==> config.mk <==
export PLATFORM = sky130hd
export DESIGN_NAME = mbox_ring_ctrl
export DESIGN_NICKNAME = d
export VERILOG_FILES = /design/src/rtl/mbox_pkg.sv /design/src/rtl/mbox_slot_ring.sv /design/src/rtl/mbox_host_csr.sv /design/src/rtl/mbox_ring_ctrl.sv
export SDC_FILE = /design/constraint.sdc
export NUM_CORES = 1
export LEC_CHECK = 0
export BUFFER_PORTS_ARGS = -buffer_cell sky130_fd_sc_hd__buf_2
export CELL_PAD_IN_SITES_DETAIL_PLACEMENT = 0
export CELL_PAD_IN_SITES_GLOBAL_PLACEMENT = 2
export CORE_AREA = 5 5 342 344
export CTS_BUF_LIST = sky130_fd_sc_hd__clkbuf_8 sky130_fd_sc_hd__clkbuf_16
export DETAILED_ROUTE_END_ITERATION = 12
export DIE_AREA = 0 0 347 349
export GPL_ROUTABILITY_DRIVEN = 0
export PLACE_DENSITY_LB_ADDON = 0.1
export SLEW_MARGIN = 15
export SYNTH_ARGS = -nofsm -noshare
export SYNTH_HDL_FRONTEND = slang
export SYNTH_SLANG_ARGS = --single-unit
export TNS_END_PERCENT = 10
==> constraint.sdc <==
create_clock -name clk -period 5.6 [get_ports clk]
set_input_delay 0.28 -clock clk [delete_from_list [all_inputs] [get_ports clk]]
set_output_delay 0.28 -clock clk [all_outputs]
set_load 0.005 [all_outputs]
==> src/rtl/mbox_pkg.sv <==
package mbox_pkg;
  localparam int SLOT_W = 32;
  localparam int PTR_W  = 8;

  localparam logic [3:0] OFS_TXWIN = 4'h0;
  localparam logic [3:0] OFS_HSTAT = 4'h4;
  localparam logic [3:0] OFS_RXWIN = 4'h8;
  localparam logic [3:0] OFS_PSTAT = 4'hC;

  localparam int B_IE  = 0;
  localparam int B_IS  = 1;
  localparam int B_IG  = 2;
  localparam int B_RDY = 3;
  localparam int B_RST = 4;
  localparam int B_OVF = 5;
  localparam int CTL_W = 6;

  typedef struct packed {
    logic ovf;
    logic rst_req;
    logic rdy;
    logic irq_st;
    logic irq_en;
  } host_ctl_t;
endpackage

==> src/rtl/mbox_slot_ring.sv <==
module mbox_slot_ring #(
  parameter int DEPTH = 16,
  parameter int DW    = 32,
  parameter int PW    = 8,
  localparam int IW   = (DEPTH > 1) ? $clog2(DEPTH) : 1
) (
  input  logic          clk,
  input  logic          rst,
  input  logic          flush,
  input  logic          push,
  input  logic [DW-1:0] push_data,
  input  logic          pop,
  output logic [DW-1:0] pop_data,
  output logic [PW-1:0] rptr,
  output logic [PW-1:0] wptr,
  output logic          full,
  output logic          empty
);
  logic [DW-1:0] mem [DEPTH];
  logic [IW-1:0] ridx, widx;
  logic [PW-1:0] level;
  logic          do_push, do_pop;

  function automatic logic [IW-1:0] idx_next(input logic [IW-1:0] i);
    return (i == IW'(DEPTH - 1)) ? '0 : i + 1'b1;
  endfunction

  assign level   = wptr - rptr;
  assign full    = (level == PW'(DEPTH));
  assign empty   = (level == '0);
  assign do_push = push & ~full & ~flush;
  assign do_pop  = pop & ~empty & ~flush;

  always_ff @(posedge clk) begin
    if (rst) begin
      rptr <= '0;
      wptr <= '0;
      ridx <= '0;
      widx <= '0;
    end else if (flush) begin
      rptr <= wptr;
      ridx <= widx;
    end else begin
      if (do_push) begin
        wptr <= wptr + 1'b1;
        widx <= idx_next(widx);
      end
      if (do_pop) begin
        rptr <= rptr + 1'b1;
        ridx <= idx_next(ridx);
      end
    end
  end

  always_ff @(posedge clk) begin
    if (do_push) mem[widx] <= push_data;
  end

  always_ff @(posedge clk) begin
    if (rst)         pop_data <= '0;
    else if (do_pop) pop_data <= mem[ridx];
    else             pop_data <= '0;
  end

  p_no_overflow_r3: assert property (@(posedge clk) disable iff (rst)
    level <= PW'(DEPTH));
  p_flush_empties_r9: assert property (@(posedge clk) disable iff (rst)
    flush |=> empty);
  p_empty_pop_zero_r4: assert property (@(posedge clk) disable iff (rst)
    (pop && empty) |=> (pop_data == '0));
  p_push_step_r2: assert property (@(posedge clk) disable iff (rst)
    (push && !full && !flush) |=> (wptr == $past(wptr) + 1'b1));
endmodule

==> src/rtl/mbox_host_csr.sv <==
module mbox_host_csr
  import mbox_pkg::*;
(
  input  logic             clk,
  input  logic             rst,
  input  logic             we,
  input  logic [CTL_W-1:0] wdata,
  input  logic             doorbell,
  input  logic             ovf_set,
  output host_ctl_t        ctl,
  output logic             event_out
);
  always_ff @(posedge clk) begin
    if (rst) begin
      ctl       <= '0;
      event_out <= 1'b0;
    end else begin
      event_out <= we & wdata[B_IG];
      if (we) begin
        ctl.irq_en  <= wdata[B_IE];
        ctl.rst_req <= wdata[B_RST];
        ctl.rdy     <= wdata[B_RDY] & ~wdata[B_RST];
      end
      if (doorbell)                 ctl.irq_st <= 1'b1;
      else if (we && wdata[B_IS])   ctl.irq_st <= 1'b0;
      if (ovf_set)                  ctl.ovf <= 1'b1;
      else if (we && wdata[B_OVF])  ctl.ovf <= 1'b0;
    end
  end

  p_ready_low_in_reset_r9: assert property (@(posedge clk) disable iff (rst)
    ctl.rst_req |-> !ctl.rdy);
  p_event_from_write_r8: assert property (@(posedge clk) disable iff (rst)
    event_out |-> $past(we && wdata[B_IG]));
  p_status_clear_r7: assert property (@(posedge clk) disable iff (rst)
    (we && wdata[B_IS] && !doorbell) |=> !ctl.irq_st);
  p_doorbell_sets_r7: assert property (@(posedge clk) disable iff (rst)
    doorbell |=> ctl.irq_st);
endmodule

==> src/rtl/mbox_ring_ctrl.sv <==
module mbox_ring_ctrl
  import mbox_pkg::*;
#(
  parameter int DEPTH = 16
) (
  input  logic              clk,
  input  logic              rst,
  input  logic              bus_wr,
  input  logic              bus_rd,
  input  logic [3:0]        bus_addr,
  input  logic [SLOT_W-1:0] bus_wdata,
  output logic [SLOT_W-1:0] bus_rdata,
  output logic              host_irq,
  output logic              peer_event,
  input  logic              peer_ready,
  input  logic              peer_doorbell,
  input  logic              peer_rx_pop,
  output logic [SLOT_W-1:0] peer_rx_data,
  input  logic              peer_tx_push,
  input  logic [SLOT_W-1:0] peer_tx_data
);
  localparam int NDIR = 2;
  localparam logic [PTR_W-1:0] DEPTH_F = PTR_W'(DEPTH);

  host_ctl_t         ctl;
  logic [NDIR-1:0]   r_push, r_pop, r_full, r_empty;
  logic [SLOT_W-1:0] r_wdata [NDIR];
  logic [SLOT_W-1:0] r_rdata [NDIR];
  logic [PTR_W-1:0]  r_rp [NDIR];
  logic [PTR_W-1:0]  r_wp [NDIR];
  logic              host_tx_wr, host_rx_rd, csr_we;
  logic [SLOT_W-1:0] host_word, peer_word, stat_q;
  logic              rd_q, rxwin_q;

  assign host_tx_wr = bus_wr && (bus_addr == OFS_TXWIN);
  assign csr_we     = bus_wr && (bus_addr == OFS_HSTAT);
  assign host_rx_rd = bus_rd && (bus_addr == OFS_RXWIN);

  assign r_push[0]  = host_tx_wr;
  assign r_wdata[0] = bus_wdata;
  assign r_pop[0]   = peer_rx_pop;
  assign r_push[1]  = peer_tx_push;
  assign r_wdata[1] = peer_tx_data;
  assign r_pop[1]   = host_rx_rd;

  for (genvar d = 0; d < NDIR; d++) begin : g_dir
    mbox_slot_ring #(.DEPTH(DEPTH), .DW(SLOT_W), .PW(PTR_W)) u_ring (
      .clk      (clk),
      .rst      (rst),
      .flush    (ctl.rst_req),
      .push     (r_push[d]),
      .push_data(r_wdata[d]),
      .pop      (r_pop[d]),
      .pop_data (r_rdata[d]),
      .rptr     (r_rp[d]),
      .wptr     (r_wp[d]),
      .full     (r_full[d]),
      .empty    (r_empty[d])
    );
  end

  mbox_host_csr u_csr (
    .clk      (clk),
    .rst      (rst),
    .we       (csr_we),
    .wdata    (bus_wdata[CTL_W-1:0]),
    .doorbell (peer_doorbell),
    .ovf_set  (host_tx_wr && r_full[0] && !ctl.rst_req),
    .ctl      (ctl),
    .event_out(peer_event)
  );

  assign host_word = {DEPTH_F, r_wp[0], r_rp[0], 2'b00, ctl.ovf, ctl.rst_req,
                      ctl.rdy, 1'b0, ctl.irq_st, ctl.irq_en};
  assign peer_word = {DEPTH_F, r_wp[1], r_rp[1], 3'b000, ctl.rst_req,
                      peer_ready, 3'b000};

  always_ff @(posedge clk) begin
    if (rst) begin
      rd_q    <= 1'b0;
      rxwin_q <= 1'b0;
      stat_q  <= '0;
    end else begin
      rd_q    <= bus_rd;
      rxwin_q <= host_rx_rd;
      case (bus_addr)
        OFS_HSTAT: stat_q <= host_word;
        OFS_PSTAT: stat_q <= peer_word;
        default:   stat_q <= '0;
      endcase
    end
  end

  assign bus_rdata    = !rd_q ? '0 : (rxwin_q ? r_rdata[1] : stat_q);
  assign peer_rx_data = r_rdata[0];
  assign host_irq     = ctl.irq_en & ctl.irq_st;

  p_irq_needs_enable_r7: assert property (@(posedge clk) disable iff (rst)
    (csr_we && !bus_wdata[B_IE]) |=> !host_irq);
  p_ovf_on_full_write_r3: assert property (@(posedge clk) disable iff (rst)
    (host_tx_wr && r_full[0] && !ctl.rst_req) |=> ctl.ovf);
  p_rx_empty_zero_r5: assert property (@(posedge clk) disable iff (rst)
    (host_rx_rd && r_empty[1]) |=> (bus_rdata == '0));
endmodule

==> impl_results.html, run 1 <==
<table>
<tr><th>Metric</th><th>Value</th></tr>
<tr><th colspan="2">Synthesis</th></tr>
<tr><td>Mean cell area of the mapped netlist</td><td>20.8 um^2</td></tr>
<tr><td>Top cell type by total area after synthesis</td><td>edfxtp_1</td></tr>
<tr><td>Distinct cell type count of the synthesized netlist</td><td>62</td></tr>
<tr><td>Number of warnings reported in the yosys synthesis log</td><td>0</td></tr>
<tr><td>Cells after Synth</td><td>2166</td></tr>
<tr><td>Async SR Flop Fraction</td><td>0%</td></tr>
<tr><td>Area of the mapped netlist</td><td>0.0449 mm^2</td></tr>
<tr><td>Number of enable flip-flop cells after synthesis</td><td>1024</td></tr>
<tr><td>Top cell type's share of synthesized area</td><td>68.4%</td></tr>
<tr><td>Biggest area contributors in the synthesized netlist</td><td>edfxtp_1 (68%), mux4_2 (16%), dfxtp_1 (6.3%), mux2i_1 (1.0%), nor2b_1 (0.85%)</td></tr>
<tr><td>Number of nets produced by synthesis</td><td>2270</td></tr>
<tr><td>Post-synthesis register bit count</td><td>1166</td></tr>
<tr><td>Sequential-to-total area share from yosys stat</td><td>74.7%</td></tr>
<tr><td>Top flip-flop cell by instance count after synthesis</td><td>edfxtp_1</td></tr>
<tr><th colspan="2">STA</th></tr>
<tr><td>Tcrit/Tclk final</td><td>75.2%</td></tr>
<tr><td>Slew at the pin closest to its max-slew limit</td><td>1.19 ns</td></tr>
<tr><td>Unrepaired setup endpoints after global routing</td><td>no</td></tr>
<tr><td>Max transition margin</td><td>20.4%</td></tr>
<tr><td>Final hold vios</td><td>0</td></tr>
<tr><td>Fin Clk Skew</td><td>0.0402 ns</td></tr>
<tr><td>Final setup violation count</td><td>0</td></tr>
<tr><td>Period minus WS final</td><td>4.21 ns</td></tr>
<tr><td>Aggregate negative setup slack</td><td>0 ns</td></tr>
<tr><td>Max-slew violation total from the final report</td><td>0</td></tr>
<tr><td>Top achievable clock speed</td><td>0.237 GHz</td></tr>
<tr><th colspan="2">Die</th></tr>
<tr><td>Die width</td><td>347 um</td></tr>
<tr><td>Number of rows in the core area</td><td>124</td></tr>
<tr><td>Initial Utilization</td><td>39.6%</td></tr>
<tr><td>Full die area</td><td>0.121 mm^2</td></tr>
<tr><td>Placeable core area</td><td>0.114 mm^2</td></tr>
<tr><td>Top-level port count</td><td>142</td></tr>
<tr><td>Die span in y</td><td>349 um</td></tr>
<tr><th colspan="2">Global route</th></tr>
<tr><td>Number of global-route vias before repair</td><td>22.7k</td></tr>
<tr><td>GRT Total Usage</td><td>19.2%</td></tr>
<tr><td>First-pass GRT wire length</td><td>168000 um</td></tr>
<tr><td>Overflow left after global routing</td><td>0</td></tr>
<tr><td>Pin count of the biggest net entering global routing</td><td>73</td></tr>
<tr><td>Antenna violations before repair</td><td>9</td></tr>
<tr><th colspan="2">Routing</th></tr>
<tr><td>Post-route DRC</td><td>0</td></tr>
<tr><td>Routed vias/inst</td><td>5.47</td></tr>
<tr><td>Routed length per instance</td><td>29.1 um</td></tr>
<tr><td>Routed wire length</td><td>117000 um</td></tr>
<tr><td>Routed Antenna Nets</td><td>0</td></tr>
<tr><td>Initial drt markers</td><td>2015</td></tr>
<tr><td>Vias after detailed routing</td><td>22.1k</td></tr>
<tr><td>First-pass iteration count of the detailed router</td><td>5</td></tr>
<tr><th colspan="2">Final layout</th></tr>
<tr><td>Area growth from synthesis to layout</td><td>16.2%</td></tr>
<tr><td>Share of final-layout standard cells stronger than drive strength 1</td><td>29.7%</td></tr>
<tr><td>Layout Nets</td><td>2517</td></tr>
<tr><td>Highest-count cells in the layout ignoring fill and taps</td><td>edfxtp_1 (1024), mux4_2 (320), buf_2 (141)</td></tr>
<tr><td>Total of fill cells in the finished design</td><td>9618</td></tr>
<tr><td>Non-Filler Instances</td><td>4034</td></tr>
<tr><td>Utilization after layout</td><td>46.0%</td></tr>
<tr><td>Most common cell after layout, fill and taps aside</td><td>edfxtp_1</td></tr>
<tr><th colspan="2">Worst setup path</th></tr>
<tr><td>Critical Path Max Stage Delay</td><td>0.80 ns</td></tr>
<tr><td>FF-to-FF Start</td><td>g_dir[1].u_ring.rptr[4]</td></tr>
<tr><td>Number of cells on the worst reg-to-reg path</td><td>9</td></tr>
<tr><td>Dominant delay contributor by cell family on the critical path</td><td>simple AND/OR/NAND/NOR gates</td></tr>
<tr><td>Max FO, Critical Path</td><td>21</td></tr>
<tr><td>R2r setup slk</td><td>1.39 ns</td></tr>
<tr><td>Reg2Reg Capture Point</td><td>g_dir[1].u_ring.mem[6][19]</td></tr>
<tr><td>Startpoint class of the critical path</td><td>flop</td></tr>
<tr><td>Cell with the largest stage delay on the worst path</td><td>nor2_4</td></tr>
<tr><td>Type of destination of the critical path</td><td>flop</td></tr>
<tr><td>Data arrival time of the critical path</td><td>4.59 ns</td></tr>
<tr><td>Sum of buffers and inverters on the critical path</td><td>2</td></tr>
<tr><td>WP data required</td><td>5.98 ns</td></tr>
<tr><td>Worst setup path class</td><td>flop to flop</td></tr>
<tr><td>Worst-path cell chain</td><td>inv_1, ha_1, or4_1, o211a_1, o2111ai_2, o31a_2, nand2_1, nor2_4, buf_4</td></tr>
<tr><td>CP Capture Point</td><td>g_dir[1].u_ring.mem[6][19]</td></tr>
<tr><td>Origin of the worst setup path</td><td>g_dir[1].u_ring.rptr[4]</td></tr>
<tr><td>Worst path depth</td><td>9</td></tr>
<tr><th colspan="2">CTS</th></tr>
<tr><td>Number of buffers created by CTS</td><td>121</td></tr>
<tr><td>TritonCTS clock tree</td><td>built</td></tr>
<tr><td>Clock tree root buffer cell</td><td>clkbuf_16</td></tr>
<tr><td>Later-pin clock latency in the skew report</td><td>0.72 ns</td></tr>
<tr><td>Sinks on Clock Net</td><td>1166</td></tr>
<tr><td>Number of instances resized during post-cts repair</td><td>0</td></tr>
<tr><td>Clock transition at the registers of the reported paths</td><td>0.06 ns</td></tr>
<tr><td>Maximum root-to-sink buffer count</td><td>3</td></tr>
<tr><td>CTS HTree Levels</td><td>3</td></tr>
<tr><th colspan="2">Min path</th></tr>
<tr><td>Hold/Removal Path Class</td><td>input port to flop</td></tr>
<tr><th colspan="2">Place</th></tr>
<tr><td>Placed Cells</td><td>3742</td></tr>
<tr><td>Count of buffers inserted at the top-level ports</td><td>141</td></tr>
<tr><td>Half-perimeter wire length after placement</td><td>74300 um</td></tr>
<tr><th colspan="2">Pwr</th></tr>
<tr><td>Total Power Consumption</td><td>19300 uW</td></tr>
<tr><td>Ratio of total power to cell area</td><td>370 mW/mm^2</td></tr>
<tr><td>Peak VDD IR</td><td>0.311 mV</td></tr>
<tr><td>Static Leakage</td><td>0.0166 uW</td></tr>
<tr><th colspan="2">Job</th></tr>
<tr><td>Max-capacitance violation count</td><td>0</td></tr>
<tr><th colspan="2">Status</th></tr>
<tr><td>Status</td><td>finished clean</td></tr>
</table>
[logic make-up after synthesis]
kind of cell	after synthesis	synth area share, %
xor gates and xnor gates	19	0.370
muxes	371	17.2
buffers and inverters	155	1.36
DFF	1166	74.7
and+or+nand+nor	302	3.60
AOI/OAI and AO/OA	125	1.97
adders and majority gates	28	0.779
[final cells by class]
cell class / instances / area, um^2 / share of cell area [%]
flip-flops and latches: 1166 / 33600 / 64.4
multi-input cells: 845 / 10900 / 20.9
clock buffers: 138 / 3280 / 6.29
well taps: 1512 / 1890 / 3.62
repair buffers: 242 / 1660 / 3.19
clock inverters: 92 / 702 / 1.34
inverters: 37 / 139 / 0.266
diodes: 2 / 5.00 / 0.00958
[registers in the layout, summed over array words and instances, names as in the netlist]
name	cells
g_dir.u_ring.wptr	16
g_dir.u_ring.mem	1024
g_dir.u_ring.rptr	16
g_dir.u_ring.widx	8
rd_q	1
stat_q	22
g_dir.u_ring.pop_data	64
g_dir.u_ring.ridx	8
rxwin_q	1
u_csr.event_out	1
u_csr.ctl	5
[worst register-to-register path, delay by kind of cell, from the launching register on]
kind / cells / cell delay [ns]
buffers and inverters: 2 / 0.49
adders and majority gates: 1 / 0.35
and+or+nand+nor: 3 / 1.66
DFF: 1 / 0.44
AOI/OAI and AO/OA: 3 / 0.97
[metal layers]
layer	up-vias	track usage, %	part of all wire (%)
li1	9444	-	-
met4	0	4.38	1.7
met2	613	31.5	49
met5	-	0	0
met3	130	3.10	5.2
met1	11900	27.3	44
[cells in the mapped netlist (10+ instances only)]
| master | count |
|---|---|
| buf_1 | 20 |
| a21oi_1 | 39 |
| inv_1 | 37 |
| edfxtp_1 | 1024 |
| nand4_1 | 10 |
| nor2_1 | 76 |
| and3_1 | 58 |
| mux4_2 | 320 |
| nand2_1 | 29 |
| nor3_1 | 12 |
| buf_2 | 17 |
| nand3_1 | 13 |
| ha_1 | 28 |
| clkbuf_1 | 80 |
| nor2b_1 | 61 |
| a211oi_1 | 10 |
| o21ai_0 | 12 |
| dfxtp_1 | 142 |
| xnor2_1 | 16 |
| mux2i_1 | 47 |
[metrics by stage]
stage	setup WS, ns	cell area, um^2	hold WS, ns
final	1.39	52200	0.0400
after global routing	1.16	52200	0.0229
after CTS	1.35	52200	0.00134
after detailed placement	1.38	47600	0.486
after global placement	1.44	47600	0.484
after floorplan	0.659	44900	0.379
[what timing repair did]
action / in CTS / in global routing
hold buffers: 60 / 0
setup buffers: 0 / 0
endpoints found under the hold margin: 812 / 0
[how the worst min path moves through the flow]
stage | start | end | slack (ns) | depth (start not counted)
after floorplan | bus_wdata[0] | g_dir[0].u_ring.mem[0][0] | 0.38 | 0
after global routing | peer_tx_data[23] | g_dir[1].u_ring.mem[4][23] | 0.02 | 1
after CTS | peer_tx_data[23] | g_dir[1].u_ring.mem[4][23] | 0.001 | 1
final | peer_tx_data[23] | g_dir[1].u_ring.mem[6][23] | 0.04 | 1
after detailed placement | u_csr.ctl[4] | stat_q[5] | 0.49 | 1
after global placement | g_dir[1].u_ring.wptr[0] | g_dir[1].u_ring.wptr[0] | 0.48 | 2
[report_power, final]
group	internal, uW	switching, uW
Combinational	769	911
Sequential	9560	139
Clock	4550	3370
(Power assumes the default switching activity.)
==> run 2, diff against run 1 <==
ABC_AREA = 1   (was not set)
CORE_AREA = 5 5 347 349   (was 5 5 342 344)
DIE_AREA = 0 0 352 354   (was 0 0 347 349)
clock period = 3.9 ns   (was 5.6 ns; I/O delays follow)
==> run 2 against run 1 <==
  * Cell area grew 4.1%
  * Synthesized area grew 3.4%
  * Non-clock buffer count grew 77
  * Clock-buffer cell count grew 6
  * Worst setup slack lost 0.82 ns
  * Routed wire length grew 16%
  * First-iteration DRC count grew 16%
  * Synthesized cell count grew 72%
  * Die area grew 2.9%
  * Largest power group unchanged
  * Highest routed layer is now met5
==> impl_results.html, run 2 <==
<table>
<tr><th>Metric</th><th>Value</th></tr>
<tr><th colspan="2">Status</th></tr>
<tr><td>Status</td><td>finished clean</td></tr>
<tr><th colspan="2">Worst setup path</th></tr>
<tr><td>Worst setup path class</td><td>flop to flop</td></tr>
<tr><td>Most numerous cell on the critical path</td><td>nand2_1</td></tr>
<tr><td>R2r setup slk</td><td>0.57 ns (-0.82 ns)</td></tr>
<tr><td>Critical Path Max Stage Delay</td><td>0.47 ns (-0.33 ns)</td></tr>
<tr><td>Type of destination of the critical path</td><td>flop</td></tr>
<tr><td>Startpoint class of the critical path</td><td>flop</td></tr>
<tr><td>WP data required</td><td>4.31 ns (-1.67 ns)</td></tr>
<tr><td>Data arrival time of the critical path</td><td>3.74 ns (-0.85 ns)</td></tr>
<tr><td>Max FO, Critical Path</td><td>24 (+14%)</td></tr>
<tr><td>Cell with the largest stage delay on the worst path</td><td>dfxtp_1</td></tr>
<tr><td>Worst-path cell chain</td><td>inv_1, ha_1, a21oi_2, nand2_1, nand2_1, nand2_1, nand2_1, nand2_2, nand2_4, inv_2, nand3_4, nand3_4, inv_1, nand2_1, nor2_4, buf_12</td></tr>
<tr><th colspan="2">CTS</th></tr>
<tr><td>Clock tree root buffer cell</td><td>clkbuf_16</td></tr>
<tr><td>TritonCTS clock tree</td><td>built</td></tr>
<tr><td>Clock transition at the registers of the reported paths</td><td>0.06 ns (about the same)</td></tr>
<tr><td>Sinks on Clock Net</td><td>1166 (unchanged)</td></tr>
<tr><td>Later-pin clock latency in the skew report</td><td>0.74 ns (+0.02 ns)</td></tr>
<tr><td>Post-CTS setup buffers</td><td>0 (unchanged)</td></tr>
<tr><td>Maximum root-to-sink buffer count</td><td>3 (unchanged)</td></tr>
<tr><td>CTS HTree Levels</td><td>4 (+1)</td></tr>
<tr><td>Number of instances resized during post-cts repair</td><td>0 (unchanged)</td></tr>
<tr><td>Number of buffers created by CTS</td><td>133 (+9.9%)</td></tr>
<tr><th colspan="2">Synthesis</th></tr>
<tr><td>Leading cell types by count after synthesis</td><td>edfxtp_1 (1024), nor2_1 (795), o21ai_0 (478)</td></tr>
<tr><td>Top flip-flop cell by instance count after synthesis</td><td>edfxtp_1</td></tr>
<tr><td>Distinct cell type count of the synthesized netlist</td><td>42 (-32%)</td></tr>
<tr><td>Top cell type by total area after synthesis</td><td>edfxtp_1</td></tr>
<tr><td>Cells after Synth</td><td>3717 (+72%)</td></tr>
<tr><td>Async SR Flop Fraction</td><td>0% (unchanged)</td></tr>
<tr><td>Number of warnings reported in the yosys synthesis log</td><td>0 (unchanged)</td></tr>
<tr><td>Biggest area contributors in the synthesized netlist</td><td>edfxtp_1 (66%), nor2_1 (6.4%), dfxtp_1 (6.1%), o21ai_0 (5.1%), o221ai_1 (2.0%)</td></tr>
<tr><td>Post-synthesis register bit count</td><td>1166 (unchanged)</td></tr>
<tr><td>Number of nets produced by synthesis</td><td>3821 (+68%)</td></tr>
<tr><td>Top-count cell post-synth</td><td>edfxtp_1</td></tr>
<tr><td>Top cell type's share of synthesized area</td><td>66.2% (-2.2 points)</td></tr>
<tr><td>Area of the mapped netlist</td><td>0.0465 mm^2 (+3.4%)</td></tr>
<tr><td>Sequential-to-total area share from yosys stat</td><td>72.3% (-2.4 points)</td></tr>
<tr><td>Mean cell area of the mapped netlist</td><td>12.5 um^2 (-40%)</td></tr>
<tr><td>Number of enable flip-flop cells after synthesis</td><td>1024 (unchanged)</td></tr>
<tr><th colspan="2">Final layout</th></tr>
<tr><td>Highest-count cells in the layout ignoring fill and taps</td><td>edfxtp_1 (1024), nor2_1 (762), o21ai_0 (478)</td></tr>
<tr><td>Share of final-layout standard cells stronger than drive strength 1</td><td>13.4% (-16 points)</td></tr>
<tr><td>Largest registers in the final layout</td><td>g_dir.u_ring.mem x1024, g_dir.u_ring.pop_data x64, stat_q x22</td></tr>
<tr><td>Most common cell after layout, fill and taps aside</td><td>edfxtp_1</td></tr>
<tr><td>Area growth from synthesis to layout</td><td>16.9%</td></tr>
<tr><td>Layout Nets</td><td>4030 (+60%)</td></tr>
<tr><td>Max FFs per register</td><td>1024 (unchanged)</td></tr>
<tr><td>Non-Filler Instances</td><td>5570 (+38%)</td></tr>
<tr><td>Top register by number of flip-flops</td><td>g_dir.u_ring.mem</td></tr>
<tr><th colspan="2">Routing</th></tr>
<tr><td>Routed Antenna Nets</td><td>0 (unchanged)</td></tr>
<tr><td>Routed wire length</td><td>136000 um (+16%)</td></tr>
<tr><td>First-pass iteration count of the detailed router</td><td>7 (+2)</td></tr>
<tr><td>Routed vias/inst</td><td>5.45 (-0.37%)</td></tr>
<tr><td>Vias after detailed routing</td><td>30.4k (+38%)</td></tr>
<tr><td>Initial drt markers</td><td>2339 (+16%)</td></tr>
<tr><td>Routed length per instance</td><td>24.4 um (-16%)</td></tr>
<tr><td>Post-route DRC</td><td>0 (unchanged)</td></tr>
<tr><th colspan="2">Global route</th></tr>
<tr><td>First-pass GRT wire length</td><td>201000 um (+19%)</td></tr>
<tr><td>Overflow left after global routing</td><td>0 (unchanged)</td></tr>
<tr><td>Pin count of the biggest net entering global routing</td><td>212 (+190%)</td></tr>
<tr><td>GRT Total Usage</td><td>21.3% (+2.1 points)</td></tr>
<tr><td>Number of global-route vias before repair</td><td>30.3k (+34%)</td></tr>
<tr><td>Antenna violations before repair</td><td>3 (-6)</td></tr>
<tr><th colspan="2">STA</th></tr>
<tr><td>Slew at the pin closest to its max-slew limit</td><td>1.19 ns (+0.00109 ns)</td></tr>
<tr><td>Max-slew violation total from the final report</td><td>0 (unchanged)</td></tr>
<tr><td>Unrepaired setup endpoints after global routing</td><td>no</td></tr>
<tr><td>Final setup violation count</td><td>0 (unchanged)</td></tr>
<tr><td>Top achievable clock speed</td><td>0.300 GHz (+26%)</td></tr>
<tr><td>Fin Clk Skew</td><td>0.0295 ns (-0.0107 ns)</td></tr>
<tr><td>Tcrit/Tclk final</td><td>85.4% (+10 points)</td></tr>
<tr><td>Worst setup margin</td><td>0.568 ns (-0.821 ns)</td></tr>
<tr><td>Aggregate negative setup slack</td><td>0 ns (unchanged)</td></tr>
<tr><td>Final hold vios</td><td>0 (unchanged)</td></tr>
<tr><td>Period minus WS final</td><td>3.33 ns (-0.879 ns)</td></tr>
<tr><td>Max transition margin</td><td>20.5% (+0.12 points)</td></tr>
<tr><th colspan="2">Place</th></tr>
<tr><td>Half-perimeter wire length after placement</td><td>80900 um (+8.9%)</td></tr>
<tr><td>Placed Cells</td><td>5251 (+40%)</td></tr>
<tr><td>Placement Setup Slack</td><td>0.562 ns (-0.816 ns)</td></tr>
<tr><td>Count of buffers inserted at the top-level ports</td><td>141 (unchanged)</td></tr>
<tr><th colspan="2">Min path</th></tr>
<tr><td>Hold/Removal Path Class</td><td>input port to flop</td></tr>
<tr><th colspan="2">Die</th></tr>
<tr><td>Top-level port count</td><td>142 (unchanged)</td></tr>
<tr><td>Die span in y</td><td>354 um (+1.4%)</td></tr>
<tr><td>Placeable core area</td><td>0.117 mm^2 (+3.1%)</td></tr>
<tr><td>Initial Utilization</td><td>39.7% (+0.094 points)</td></tr>
<tr><td>Full die area</td><td>0.125 mm^2 (+2.9%)</td></tr>
<tr><td>Number of rows in the core area</td><td>126 (+1.6%)</td></tr>
<tr><td>Die width</td><td>352 um (+1.4%)</td></tr>
<tr><th colspan="2">Pwr</th></tr>
<tr><td>Ratio of total power to cell area</td><td>522 mW/mm^2 (+41%)</td></tr>
<tr><td>Static Leakage</td><td>0.0185 uW (+11%)</td></tr>
<tr><td>Peak VDD IR</td><td>0.422 mV (+36%)</td></tr>
<tr><td>Total Power Consumption</td><td>28400 uW (+47%)</td></tr>
<tr><th colspan="2">Job</th></tr>
<tr><td>Max-capacitance violation count</td><td>0 (unchanged)</td></tr>
</table>
run 2: changes by cell type in the layout (fill, tap and decap cells not counted), moves of 70 or more:
cell,previous run,this run
nor2_1,62,762
o21ai_0,12,478
mux4_2,320,0
nand2_1,29,241
nand3_1,12,132
o221ai_1,1,104
o32ai_1,0,87
o22ai_1,1,71
run 2: critical path: cells and delay by family, from the launching register on:
family                     cells  cell delay, ns
AOI/OAI and AO/OA              1            0.22
DFF                            1            0.47
adders and majority gates      1            0.41
buffers and inverters          4            0.60
and+or+nand+nor               10            1.31
run 2: power breakdown:
part           internal (uW)  leakage, uW  switching, uW  total (uW)
Sequential             13700       0.0104            112       13900
Combinational            726      0.00588           1630        2360
Clock                   7180      0.00221           4950       12100
run 2: metrics by stage:
step                utilization (%)  instance area [um^2]  hold WS (ns)
CTS                            46.4                 54300       0.00920
floorplan                         -                 46500         0.294
detailed placement             42.1                 49300         0.425
finish                         46.4                 54300        0.0318
global route                   46.4                 54300        0.0142
global placement               42.1                 49300         0.403
run 2: kinds of logic (layout without fill, tap and decap cells):
kind of cell | Yosys count | in the layout | share of synthesized area [%]
simple gates | 1223 | 1223 | 10.8
flops | 1166 | 1166 | 72.3
compound gates | 887 | 887 | 11.6
buf+inv | 350 | 665 | 3.27
mux | 41 | 41 | 0.883
fa+ha+maj | 28 | 28 | 0.754
xor+xnor | 22 | 22 | 0.415
other cells | 0 | 2 | 0
run 2: layer usage:
layer | track usage [%] | vias up | part of all wire, %
li1 | - | 14000 | -
met5 | 0 | - | 0.0052
met4 | 5.88 | 2 | 2.3
met1 | 27.6 | 15400 | 43
met3 | 2.87 | 159 | 4.3
met2 | 37.6 | 811 | 51
run 2: repair_timing:
item                                   in CTS  in global routing
setup endpoints to repair                   0                  0
hold buffers                               76                  0
endpoints found under the hold margin    1045                  0
run 2: worst paths after layout:
path,start,to,cells past startpoint
max,g_dir[1].u_ring.rptr[2],g_dir[1].u_ring.mem[2][12],16
min reg2reg,u_csr.ctl[4],stat_q[5],2
max reg2reg,g_dir[1].u_ring.rptr[2],g_dir[1].u_ring.mem[2][12],16
min,bus_wdata[0],g_dir[0].u_ring.mem[10][0],1
run 2: final cells by class:
class / count / area, um^2
Antenna cell: 2 / 5.00
Clock buffer: 144 / 3540
Clock inverter: 97 / 742
Fill cell: 10500 / 62800
Inverter: 105 / 405
Multi-Input combinational cell: 2201 / 11600
Sequential cell: 1166 / 33600
Tap cell: 1536 / 1920
Timing Repair Buffer: 319 / 2520
==> run 3, diff against run 2 <==
CORE_AREA = 2 2 344 346   (was 5 5 347 349)
DIE_AREA = 0 0 346 348   (was 0 0 352 354)
==> run 3 against run 2 <==
  * Sequential power about the same
  * Critical path depth unchanged
  * Routed wire length shrank 0.52%
  * Final cell count about the same
  * First-iteration DRC count up 5.7%
  * Critical path type unchanged
  * Critical endpoint is now g_dir[1].u_ring.mem[12][3]
  * Largest power group unchanged
  * Highest routed layer unchanged
==> impl_results.html, run 3 (synthesis gave the netlist of run 2 again) <==
<table>
<tr><th>Metric</th><th>Value</th></tr>
<tr><th colspan="2">Die</th></tr>
<tr><td>Initial Utilization</td><td>39.7% (+0.053 points)</td></tr>
<tr><td>Die width</td><td>346 um (-1.7%)</td></tr>
<tr><td>Full die area</td><td>0.120 mm^2 (-3.4%)</td></tr>
<tr><td>Number of rows in the core area</td><td>126 (unchanged)</td></tr>
<tr><td>Top-level port count</td><td>142 (unchanged)</td></tr>
<tr><td>Placeable core area</td><td>0.117 mm^2 (-0.13%)</td></tr>
<tr><td>Die span in y</td><td>348 um (-1.7%)</td></tr>
<tr><th colspan="2">CTS</th></tr>
<tr><td>Sinks on Clock Net</td><td>1166 (unchanged)</td></tr>
<tr><td>Number of instances resized during post-cts repair</td><td>0 (unchanged)</td></tr>
<tr><td>Later-pin clock latency in the skew report</td><td>0.73 ns (about the same)</td></tr>
<tr><td>Number of buffers created by CTS</td><td>131 (-1.5%)</td></tr>
<tr><td>Clock transition at the registers of the reported paths</td><td>0.06 ns (about the same)</td></tr>
<tr><td>CTS HTree Levels</td><td>4 (unchanged)</td></tr>
<tr><td>TritonCTS clock tree</td><td>built</td></tr>
<tr><td>Clock tree root buffer cell</td><td>clkbuf_16</td></tr>
<tr><td>Maximum root-to-sink buffer count</td><td>3 (unchanged)</td></tr>
<tr><th colspan="2">Global route</th></tr>
<tr><td>Antenna violations before repair</td><td>4 (+1)</td></tr>
<tr><td>Overflow left after global routing</td><td>0 (unchanged)</td></tr>
<tr><td>Number of global-route vias before repair</td><td>30.3k (+0.0099%)</td></tr>
<tr><td>First-pass GRT wire length</td><td>199000 um (-0.87%)</td></tr>
<tr><td>Pin count of the biggest net entering global routing</td><td>171 (-19%)</td></tr>
<tr><td>GRT Total Usage</td><td>22.2% (+0.91 points)</td></tr>
<tr><th colspan="2">Routing</th></tr>
<tr><td>Vias after detailed routing</td><td>30.3k (-0.29%)</td></tr>
<tr><td>Routed length per instance</td><td>24.2 um (-0.54%)</td></tr>
<tr><td>Routed vias/inst</td><td>5.44 (-0.31%)</td></tr>
<tr><td>Sum of met3 wire segment lengths after detailed routing</td><td>5970 um (+1.5%)</td></tr>
<tr><td>Post-route DRC</td><td>0 (unchanged)</td></tr>
<tr><td>Amount of wire on met2 after detailed routing</td><td>68100 um (-1.3%)</td></tr>
<tr><td>Routed Antenna Nets</td><td>0 (unchanged)</td></tr>
<tr><td>Met1 routed wirelength after detailed routing</td><td>58200 um (+0.69%)</td></tr>
<tr><td>Routed wire length</td><td>135000 um (-0.52%)</td></tr>
<tr><td>Top layer used by detailed routing</td><td>met5</td></tr>
<tr><td>Initial drt markers</td><td>2472 (+5.7%)</td></tr>
<tr><td>First-pass iteration count of the detailed router</td><td>5 (-2)</td></tr>
<tr><th colspan="2">Final layout</th></tr>
<tr><td>Max FFs per register</td><td>1024 (unchanged)</td></tr>
<tr><td>Top register by number of flip-flops</td><td>g_dir.u_ring.mem</td></tr>
<tr><td>Most common cell after layout, fill and taps aside</td><td>edfxtp_1</td></tr>
<tr><td>Share of final-layout standard cells stronger than drive strength 1</td><td>13.5% (+0.12 points)</td></tr>
<tr><td>Total of fill cells in the finished design</td><td>10.5k (-0.21%)</td></tr>
<tr><td>Area growth from synthesis to layout</td><td>16.7%</td></tr>
<tr><td>Utilization after layout</td><td>46.4% (about the same)</td></tr>
<tr><td>Largest registers in the final layout</td><td>g_dir.u_ring.mem x1024, g_dir.u_ring.pop_data x64, stat_q x22</td></tr>
<tr><td>Layout Nets</td><td>4035 (+0.12%)</td></tr>
<tr><td>Highest-count cells in the layout ignoring fill and taps</td><td>edfxtp_1 (1024), nor2_1 (762), o21ai_0 (478)</td></tr>
<tr><th colspan="2">Worst setup path</th></tr>
<tr><td>Most numerous cell on the critical path</td><td>nand2_1</td></tr>
<tr><td>Type of destination of the critical path</td><td>flop</td></tr>
<tr><td>Cell with the largest stage delay on the worst path</td><td>dfxtp_1</td></tr>
<tr><td>Startpoint class of the critical path</td><td>flop</td></tr>
<tr><td>Worst setup path class</td><td>flop to flop</td></tr>
<tr><td>Worst-path cell chain</td><td>inv_1, ha_1, a21oi_2, nand2_1, nand2_1, nand2_1, nand2_1, nand2_2, nand2_4, inv_2, nand3_4, nand3_4, inv_1, nand2_1, nor2_4, buf_4</td></tr>
<tr><td>WP data required</td><td>4.28 ns (-0.03 ns)</td></tr>
<tr><td>Critical Path Max Stage Delay</td><td>0.45 ns (-0.02 ns)</td></tr>
<tr><td>Reg2Reg Capture Point</td><td>g_dir[1].u_ring.mem[12][3]</td></tr>
<tr><td>FF-to-FF Start</td><td>g_dir[1].u_ring.rptr[2]</td></tr>
<tr><td>Max FO, Critical Path</td><td>19 (-21%)</td></tr>
<tr><td>Number of cells on the worst reg-to-reg path</td><td>16 (unchanged)</td></tr>
<tr><td>Data arrival time of the critical path</td><td>3.77 ns (+0.03 ns)</td></tr>
<tr><td>R2r setup slk</td><td>0.51 ns (-0.06 ns)</td></tr>
<tr><th colspan="2">Min path</th></tr>
<tr><td>Count of cells along the worst hold path</td><td>6 (+5)</td></tr>
<tr><td>Hold/Removal Path Class</td><td>input port to flop</td></tr>
<tr><td>Min-Delay Endpoint</td><td>stat_q[5]</td></tr>
<tr><td>Hold Path Origin</td><td>bus_addr[0]</td></tr>
<tr><th colspan="2">Job</th></tr>
<tr><td>Max-capacitance violation count</td><td>0 (unchanged)</td></tr>
<tr><th colspan="2">STA</th></tr>
<tr><td>Slew at the pin closest to its max-slew limit</td><td>1.05 ns (-0.143 ns)</td></tr>
<tr><td>Final hold vios</td><td>0 (unchanged)</td></tr>
<tr><td>Unrepaired setup endpoints after global routing</td><td>no</td></tr>
<tr><td>Top achievable clock speed</td><td>0.295 GHz (-1.8%)</td></tr>
<tr><td>Aggregate negative setup slack</td><td>0 ns (unchanged)</td></tr>
<tr><td>Period minus WS final</td><td>3.39 ns (+0.0620 ns)</td></tr>
<tr><td>Final setup violation count</td><td>0 (unchanged)</td></tr>
<tr><td>Max-slew violation total from the final report</td><td>0 (unchanged)</td></tr>
<tr><td>Fin Clk Skew</td><td>0.0269 ns (-0.00258 ns)</td></tr>
<tr><td>Max transition margin</td><td>30.0% (+9.6 points)</td></tr>
<tr><td>Tcrit/Tclk final</td><td>87.0% (+1.6 points)</td></tr>
<tr><th colspan="2">Pwr</th></tr>
<tr><td>Clk network pwr share</td><td>42.0% (-0.8 points)</td></tr>
<tr><td>Net switching power of the design</td><td>6700 uW (about the same)</td></tr>
<tr><td>Ratio of total power to cell area</td><td>514 mW/mm^2 (-1.4%)</td></tr>
<tr><td>Sw frac</td><td>24.0% (+0.36 points)</td></tr>
<tr><td>Static Leakage</td><td>0.0184 uW (-0.23%)</td></tr>
<tr><td>Int Pwr</td><td>21200 uW (-2.0%)</td></tr>
<tr><td>Share of power burned in registers</td><td>49.6% (+0.7 points)</td></tr>
<tr><td>Peak VDD IR</td><td>0.507 mV (+20%)</td></tr>
<tr><td>Combinational cell fraction of total power</td><td>8.5% (+0.2 points)</td></tr>
<tr><th colspan="2">Place</th></tr>
<tr><td>Half-perimeter wire length after placement</td><td>81500 um (+0.77%)</td></tr>
<tr><td>Count of buffers inserted at the top-level ports</td><td>141 (unchanged)</td></tr>
<tr><th colspan="2">Status</th></tr>
<tr><td>Status</td><td>finished clean</td></tr>
</table>
[run 3: changes by cell type in the layout (fill, tap and decap cells not counted), sizes merged]
cell | before | now
buf | 243 | 249
bufinv | 10 | 5
clkinv | 45 | 49
inv | 143 | 141
clkbuf | 144 | 143
clkinvlp | 4 | 3
diode | 2 | 1
dlygate4sd3 | 76 | 77
[run 3: metal layers]
layer  vias up  GRT usage, %
met5         -             0
met4         2          5.72
met3       179          3.29
met2       760          39.0
met1     15300          28.8
li1      14100             -
[run 3: stage by stage]
stage	hold slack [ns]	instance area (um^2)	cells	setup slack [ns]	total power (uW)
floorplan	0.294	46500	3717	0.326	15500
global placement	0.404	49400	5257	0.521	16400
detailed placement	0.433	49400	5257	0.504	16400
CTS	0.0237	54200	5570	0.492	28200
global route	0.121	54200	5570	0.280	28900
finish	0.0954	54300	5571	0.506	27900
[run 3: power groups by stage]
stage	Clock (uW)	Combinational [uW]	Sequential (uW)
after global routing	12500	2600	13800
after CTS	12000	2400	13800
after global placement	0	2320	14100
after floorplan	0	1420	14100
after detailed placement	0	2330	14100
final	11700	2360	13800
[run 3: final cells by class]
cell class	count	area, um^2	area share, %
sequential	1166	33600	62.0
timing repair buffer	326	2600	4.79
multi-input combinational	2201	11600	21.4
clock buffer	143	3480	6.41
inverter	105	405	0.747
tap	1536	1920	3.54
clock inverter	93	628	1.16
antenna	1	2.50	0.00461
[run 3: critical path, delay by kind of cell (launching register included)]
family                   cells  cell delay [ns]
AO/OA/AOI/OAI                1             0.21
AND/OR/NAND/NOR             10             1.23
adder cells (fa/ha/maj)      1             0.39
buffers and inverters        4             0.70
flip-flops                   1             0.45
[run 3: worst max path at each step]
stage,from,endpoint,slack [ns],cells after the start
2_1_floorplan,g_dir[1].u_ring.rptr[3],g_dir[1].u_ring.mem[0][0],0.33,16
3_3_place_gp,g_dir[1].u_ring.rptr[2],g_dir[1].u_ring.mem[12][29],0.52,16
3_5_place_dp,g_dir[1].u_ring.rptr[2],g_dir[1].u_ring.mem[12][29],0.50,16
4_1_cts,g_dir[1].u_ring.rptr[2],g_dir[1].u_ring.mem[12][30],0.49,16
5_1_grt,g_dir[1].u_ring.rptr[2],g_dir[1].u_ring.mem[12][5],0.28,16
6_report,g_dir[1].u_ring.rptr[2],g_dir[1].u_ring.mem[12][3],0.51,16
[run 3: what timing repair did]
action                                 in CTS  in global routing
hold buffers                               77                  0
endpoints found under the hold margin    1063                  0
setup buffers                               0                  0
